**src/rtl/pirq_pkg.sv**
```systemverilog
// Shared constants for the interrupt controller: source count, register
// address map and a helper that builds the reserved-source bit mask.
// Assumes reversed numbering: source n sits at bit (NSRC-1-n).
package pirq_pkg;

    localparam int NSRC = 32;
    localparam int AW   = 3;

    localparam logic [AW-1:0] A_STAT  = 3'd0;
    localparam logic [AW-1:0] A_ENAB  = 3'd1;
    localparam logic [AW-1:0] A_MSTAT = 3'd2;
    localparam logic [AW-1:0] A_TRIG  = 3'd3;
    localparam logic [AW-1:0] A_POL   = 3'd4;
    localparam logic [AW-1:0] A_ROUTE = 3'd5;
    localparam logic [AW-1:0] A_VEC   = 3'd6;

    // Build the bit mask of reserved sources lo..hi in reversed numbering.
    function automatic logic [NSRC-1:0] rsv_mask(input int lo, input int hi);
        logic [NSRC-1:0] m;
        m = '0;
        for (int n = 0; n < NSRC; n++) begin
            if (n >= lo && n <= hi) m[NSRC-1-n] = 1'b1;
        end
        return m;
    endfunction

endpackage

```
**src/rtl/pirq_sync.sv**
```systemverilog
// Multi-stage synchroniser for a bus of independent asynchronous lines.
// Assumes each bit is unrelated to the others (no bus coherency needed).
// Reset loads RST_VAL so that idle-high lines look inactive at start-up.
module pirq_sync #(
    parameter int          W       = 32,
    parameter int          STAGES  = 2,
    parameter logic [W-1:0] RST_VAL = '1
) (
    input  logic         clk,
    input  logic         rst_n,
    input  logic [W-1:0] d_async,
    output logic [W-1:0] d_sync
);

    logic [W-1:0] chain_q [STAGES];

    // Shift the raw lines through the flop chain.
    always_ff @(posedge clk) begin
        if (!rst_n) begin
            for (int i = 0; i < STAGES; i++) chain_q[i] <= RST_VAL;
        end else begin
            chain_q[0] <= d_async;
            for (int i = 1; i < STAGES; i++) chain_q[i] <= chain_q[i-1];
        end
    end

    assign d_sync = chain_q[STAGES-1];

endmodule

```
**src/rtl/pirq_detect.sv**
```systemverilog
// Per-source request detection and the write-one-to-clear status register.
// Level sources set their bit every cycle they are active; edge sources set
// it on one synchronised transition. A set beats a clear in the same cycle.
// Assumes line_s is already synchronous to clk. Reserved bits never latch.
module pirq_detect #(
    parameter int          N   = 32,
    parameter logic [N-1:0] RSV = '0
) (
    input  logic         clk,
    input  logic         rst_n,
    input  logic [N-1:0] line_s,
    input  logic [N-1:0] trig,
    input  logic [N-1:0] pol,
    input  logic         clr_we,
    input  logic [N-1:0] clr_bits,
    output logic [N-1:0] stat_q
);

    logic [N-1:0] prev_q;
    logic [N-1:0] set_vec;
    logic [N-1:0] clr_vec;

    // Form one set request per bit from trigger type and polarity.
    for (genvar g = 0; g < N; g++) begin : g_bit
        if (RSV[g]) begin : g_rsv
            assign set_vec[g] = 1'b0;
        end else begin : g_live
            logic lvl_hit;
            logic edge_hit;
            assign lvl_hit  = pol[g] ? line_s[g] : ~line_s[g];
            assign edge_hit = pol[g] ? (line_s[g] & ~prev_q[g])
                                     : (~line_s[g] & prev_q[g]);
            assign set_vec[g] = trig[g] ? edge_hit : lvl_hit;
        end
    end

    assign clr_vec = clr_we ? clr_bits : '0;

    // Hold the previous line state and update the latched requests.
    always_ff @(posedge clk) begin
        if (!rst_n) begin
            prev_q <= '1;
            stat_q <= '0;
        end else begin
            prev_q <= line_s;
            stat_q <= ((stat_q & ~clr_vec) | set_vec) & ~RSV;
        end
    end

    p_rsv_quiet_r2: assert property (@(posedge clk) disable iff (!rst_n)
        (stat_q & RSV) == '0);

    p_w1c_r3: assert property (@(posedge clk) disable iff (!rst_n)
        clr_we |=> ((stat_q & $past(clr_bits & ~set_vec)) == '0));

    p_set_wins_r4: assert property (@(posedge clk) disable iff (!rst_n)
        (set_vec != '0) |=> ((stat_q & $past(set_vec)) == $past(set_vec)));

endmodule

```
**src/rtl/pirq_prio.sv**
```systemverilog
// Fixed-priority encoder over reversed-numbered requests: the highest bit
// (lowest source number) wins. Purely combinational.
module pirq_prio #(
    parameter int N  = 32,
    localparam int IW = $clog2(N)
) (
    input  logic [N-1:0]  req,
    output logic          vld,
    output logic [IW-1:0] idx
);

    // Scan from the least urgent bit so the most urgent match is kept last.
    always_comb begin
        vld = 1'b0;
        idx = '0;
        for (int i = 0; i < N; i++) begin
            if (req[i]) begin
                vld = 1'b1;
                idx = IW'(N - 1 - i);
            end
        end
    end

endmodule

```
**src/rtl/pirq_ctl.sv**
```systemverilog
// Top of the interrupt controller: register file and bus decode, the input
// synchroniser, request detection, masking, routing to two registered
// outputs, and the priority vector. Reads are combinational on bus_addr;
// writes take effect on the clock edge where bus_sel and bus_we are high.
module pirq_ctl
    import pirq_pkg::*;
#(
    parameter int RSV_LO      = 17,
    parameter int RSV_HI      = 19,
    parameter int SYNC_STAGES = 2
) (
    input  logic            clk,
    input  logic            rst_n,
    input  logic [NSRC-1:0] irq_in,
    input  logic            bus_sel,
    input  logic            bus_we,
    input  logic [AW-1:0]   bus_addr,
    input  logic [NSRC-1:0] bus_wdata,
    output logic [NSRC-1:0] bus_rdata,
    output logic            int_o,
    output logic            mchk_o
);

    localparam logic [NSRC-1:0] RSV = rsv_mask(RSV_LO, RSV_HI);
    localparam int              IW  = $clog2(NSRC);

    logic [NSRC-1:0] en_q, trig_q, pol_q, route_q;
    logic [NSRC-1:0] line_s, stat_w, mstat_w;
    logic            wr_hit, clr_we;
    logic            vec_vld;
    logic [IW-1:0]   vec_idx;
    logic [NSRC-1:0] vec_word;

    assign wr_hit = bus_sel & bus_we;
    assign clr_we = wr_hit && (bus_addr == A_STAT);

    pirq_sync #(
        .W       (NSRC),
        .STAGES  (SYNC_STAGES),
        .RST_VAL ('1)
    ) u_sync (
        .clk     (clk),
        .rst_n   (rst_n),
        .d_async (irq_in),
        .d_sync  (line_s)
    );

    pirq_detect #(
        .N   (NSRC),
        .RSV (RSV)
    ) u_det (
        .clk      (clk),
        .rst_n    (rst_n),
        .line_s   (line_s),
        .trig     (trig_q),
        .pol      (pol_q),
        .clr_we   (clr_we),
        .clr_bits (bus_wdata),
        .stat_q   (stat_w)
    );

    assign mstat_w = stat_w & en_q;

    pirq_prio #(.N(NSRC)) u_prio (
        .req (mstat_w),
        .vld (vec_vld),
        .idx (vec_idx)
    );

    assign vec_word = vec_vld ? {{(NSRC-IW){1'b0}}, vec_idx} : '1;

    // Update the software-written control registers.
    always_ff @(posedge clk) begin
        if (!rst_n) begin
            en_q    <= '0;
            trig_q  <= '0;
            pol_q   <= '0;
            route_q <= '1;
        end else if (wr_hit) begin
            if (bus_addr == A_ENAB)  en_q    <= bus_wdata;
            if (bus_addr == A_TRIG)  trig_q  <= bus_wdata;
            if (bus_addr == A_POL)   pol_q   <= bus_wdata;
            if (bus_addr == A_ROUTE) route_q <= bus_wdata;
        end
    end

    // Register the two request outputs from the routed masked status.
    always_ff @(posedge clk) begin
        if (!rst_n) begin
            int_o  <= 1'b0;
            mchk_o <= 1'b0;
        end else begin
            int_o  <= |(mstat_w & route_q);
            mchk_o <= |(mstat_w & ~route_q);
        end
    end

    // Select the read data for the addressed register.
    always_comb begin
        case (bus_addr)
            A_STAT:  bus_rdata = stat_w;
            A_ENAB:  bus_rdata = en_q;
            A_MSTAT: bus_rdata = mstat_w;
            A_TRIG:  bus_rdata = trig_q;
            A_POL:   bus_rdata = pol_q;
            A_ROUTE: bus_rdata = route_q;
            A_VEC:   bus_rdata = vec_word;
            default: bus_rdata = '0;
        endcase
    end

    p_mstat_view_r7: assert property (@(posedge clk) disable iff (!rst_n)
        (bus_addr == A_MSTAT) |-> (bus_rdata == (stat_w & en_q)));

    p_int_route_r8: assert property (@(posedge clk) disable iff (!rst_n)
        1'b1 |=> (int_o == |($past(stat_w & en_q & route_q))));

    p_mchk_route_r8: assert property (@(posedge clk) disable iff (!rst_n)
        1'b1 |=> (mchk_o == |($past(stat_w & en_q & ~route_q))));

    p_vec_hit_r9: assert property (@(posedge clk) disable iff (!rst_n)
        vec_vld |-> (mstat_w[NSRC-1-int'(vec_idx)]
                     && ((mstat_w >> (NSRC - int'(vec_idx))) == '0)));

    p_vec_none_r9: assert property (@(posedge clk) disable iff (!rst_n)
        (mstat_w == '0) |-> (vec_word == '1));

endmodule

```
**config.mk**
```make
export PLATFORM = sky130hd
export DESIGN_NAME = pirq_ctl
export DESIGN_NICKNAME = d
export VERILOG_FILES = /design/src/rtl/pirq_pkg.sv /design/src/rtl/pirq_sync.sv /design/src/rtl/pirq_detect.sv /design/src/rtl/pirq_prio.sv /design/src/rtl/pirq_ctl.sv
export SDC_FILE = /design/constraint.sdc
export NUM_CORES = 1
export LEC_CHECK = 0
export ABC_AREA = 1
export BUFFER_PORTS_ARGS = -buffer_cell sky130_fd_sc_hd__buf_4
export CELL_PAD_IN_SITES_DETAIL_PLACEMENT = 0
export CELL_PAD_IN_SITES_GLOBAL_PLACEMENT = 1
export CORE_ASPECT_RATIO = 1.4
export CORE_MARGIN = 3
export CORE_UTILIZATION = 33
export DETAILED_ROUTE_END_ITERATION = 8
export PLACE_DENSITY = 0.59
export SLEW_MARGIN = 10
export SYNTH_ARGS = -nofsm -noshare
export SYNTH_HDL_FRONTEND = slang
export SYNTH_SLANG_ARGS = --single-unit
```
**constraint.sdc**
```tcl
create_clock -name clk -period 3.3 [get_ports clk]
set_clock_uncertainty 0.1 [all_clocks]
set_input_delay 0.33 -clock clk [delete_from_list [all_inputs] [get_ports clk]]
set_output_delay 0.33 -clock clk [all_outputs]
set_load 0.005 [all_outputs]
```
==> results.md <==
* Final wirelength at 35430 microns
* PwrDens at 533.3 nW/um^2
* First DRT Iteration DRCs at 510
* Req. time, crit path at 2.87 ns
* Leakage power at 5.420 nW
* Worst hold endpoint: pol_q[20]
* Initial antenna violation count at 0
* Synthesized cell area at between 10000 and 15000 sq um
* Crit path DAT at 2.67 ns
* PortBufs at 101
* CTS Sinks at 246
* Final-stage net count at between 1500 and 2000
* Worst r2r path cells at 6
* Final worst slack at 0.2040 ns
* Hold Path Stages at 3
* Max-cap violations at 0
* Routed via count at 9615
* Core area at between 30000 and 40000 sq um
* Global-route congestion overflow total at 0
* CTS Buf Count at 27
* Die area at 33110 sq um
* DRT Pass-1 Iters at 7
* Clock Latency Late Sink at 0.54 ns
* CP max-delay cell: dfxtp_4
* Routed WL per cell at 19.07 microns
* Tightest Hold Check Type: in2reg
* Critical R2R Capture: int_o
* Area of the multi-input gates at approximately 4600 sq um
* DRC Markers at 0
* Final period util at 0.9382
* CP max stage delay at approximately 0.36 ns
* Synth Instances at 1302
* HPWL Detailed at between 20000 and 25000 microns
* Tmin final at just over 3 ns
* Site Rows at 75
* Slew headroom at 0.3893
* Pin count of the biggest net entering global routing at 83
* Die width at around 150 microns
* Fmax at 0.3230 GHz
* N_diodes at 0
* Worst hold slack at about 0.023 ns
* Fraction of layout instances using a drive strength above 1 at 0.2071
* Final setup viols at 0
* Most used cell along the critical path: nand2_1
* Vias in the first global route at 9262
* Worst setup SP type: flop
* Layout Cells excl Fill at 1858
* CP Max Fanout at 4
* Fin. max-slew vios at 0
* Critical path class: reg2out
* Vias per inst at between 5 and 6
* Status: complete, no violations
* Clk slew on worst S/H paths at around 0.070 ns
* Synth Area per Inst at between 7 and 8 sq um
* GRT Overall Usage at 0.2096
* Clock buffer depth at 3
* Fillers at roughly 3100
* Placement Cell Area at roughly 11000 sq um
* Post-synth top area cell: dfxtp_1
* Antenna Nets Post-Route at 0
* Starting Density at 0.3378
* RSZ-0062 raised after global routing: yes
* Pre-CTS setup slack at 0.6603 ns
* Setup Total Neg Slack at 0 ns
* Cell variety after synth at 31
* Register area share after synthesis at 0.4825
* Max VDD drop at ~0.39 mV
* CTS tree: done
* Min-delay src: bus_wdata[20]
* Synth warnings at 0
* Syn Nets at 1373
* Crit. End Element: output port
* Yosys top cell area share at 0.4825
* Synth area leaders: dfxtp_1, nand2_1, a21oi_1
* H-tree depth at 1
* Finished Cell Area at 13040 sq um
* GPL Wtd Cong at 0.8308
* Final hold vios at 0
* Root buffer cell: clkbuf_16
* Actual slew at the worst max-slew pin at roughly 0.92 ns
* Layout area overhead at 27.79%
* IO Pins at between 100 and 150
* Worst r2r src: u_det.stat_q[7]
* Die Ht at 214.1 microns
* Synth Register Bits at between 200 and 250
* R2r setup slk at ~1.4 ns
* Sequential Area at 4932 sq um
* Global-route wire length before repair at around 55000 microns
* Placed cells at about 1700
[cell usage in the layout (no fill, tap or decap), types with 5 or more instances in the layout]
master,count
o211ai_1,15
or2_2,87
nand2_4,13
dfxtp_1,242
buf_4,131
o2111ai_1,24
nand2_1,188
o21ai_1,89
clkinv_2,5
clkbuf_16,27
a31oi_1,32
o22ai_1,29
a21oi_1,121
o21ai_0,73
nand4_1,6
inv_2,14
clkbuf_8,7
dlygate4sd3_1,60
inv_1,95
a221oi_1,27
nor2_1,71
nand3_1,77
[stage by stage]
stage,utilization,total power (W)
6_report,0.4317,0.006957
2_1_floorplan,-,0.003468
3_5_place_dp,0.3793,0.003758
3_3_place_gp,0.3793,0.003755
5_1_grt,0.4317,0.007238
4_1_cts,0.4303,0.007065
[sequential cells by signal, summed over array words and instances (netlist names)]
name and cells:
route_q 32, u_det.prev_q 29, u_det.stat_q 29, pol_q 32
mchk_o 1, en_q 32, u_sync.chain_q 58, int_o 1
trig_q 32
[Yosys cell counts, drive strengths merged]
library cell	count
dfxtp	246
nand2	203
o21ai	162
a21oi	121
inv	110
or2	87
nand3	77
nor2	73
clkbuf	57
a31oi	32
o22ai	29
a221oi	27
o2111ai	24
buf	15
o211ai	15
nand4	6
nor3	6
nor4	4
a221o	3
a2111oi	1
a211oi	1
a41oi	1
o21bai	1
o311ai	1
[worst max path at each step]
stage / start / end / slack [ns] / depth (start not counted)
after floorplan: en_q[0] / bus_rdata[0] / 1.20 / 30
after global placement: u_det.stat_q[1] / bus_rdata[0] / 0.63 / 30
after detailed placement: u_det.stat_q[1] / bus_rdata[0] / 0.66 / 30
after CTS: u_det.stat_q[1] / bus_rdata[0] / 0.06 / 30
after global routing: u_det.stat_q[0] / bus_rdata[0] / -0.09 / 31
final: u_det.stat_q[0] / bus_rdata[0] / 0.20 / 31
[cells by family (layout without fill, tap and decap cells)]
kind of cell / count (synthesis) / after routing / share of synthesized area
compound gates: 418 / 418 / 0.2379
buf+inv: 182 / 353 / 0.06791
flops: 246 / 246 / 0.4825
simple gates: 456 / 456 / 0.2117
[critical path: cells and delay by family (launching register included)]
| kind | cells | cell delay [ns] |
|---|---|---|
| buffers and inverters | 2 | 0.18 |
| DFF | 1 | 0.36 |
| and+or+nand+nor | 29 | 1.58 |
[routing by layer]
layer  share of wire  global-route usage  vias to the layer above
li1                -                   -                     4811
met4           0.020             0.05420                        0
met5               0                   0                        -
met1            0.46              0.2839                     4560
met3           0.042             0.02302                       41
met2            0.48              0.3560                      203
[area by class of cell]
class,count,area share
multi-input combinational,874,0.3541
clock buffer,38,0.06034
inverter,110,0.03185
sequential,246,0.3781
clock inverter,10,0.01170
timing repair buffer,195,0.1269
tap,385,0.03693
[report_power, final]
group / internal (W) / switching (W)
clock network: 0.00196 / 0.00124
logic: 0.000281 / 0.000328
registers: 0.00307 / 0.0000733
total: 0.00531 / 0.00165
[repair_timing]
action / CTS / global route
setup buffers: 0 / 2
hold buffers: 60 / 0
resized for setup: 0 / 10
endpoints found under the setup margin: 0 / 1
endpoints found under the hold margin: 138 / 0
Note: power is estimated with default switching activity, not from simulation.
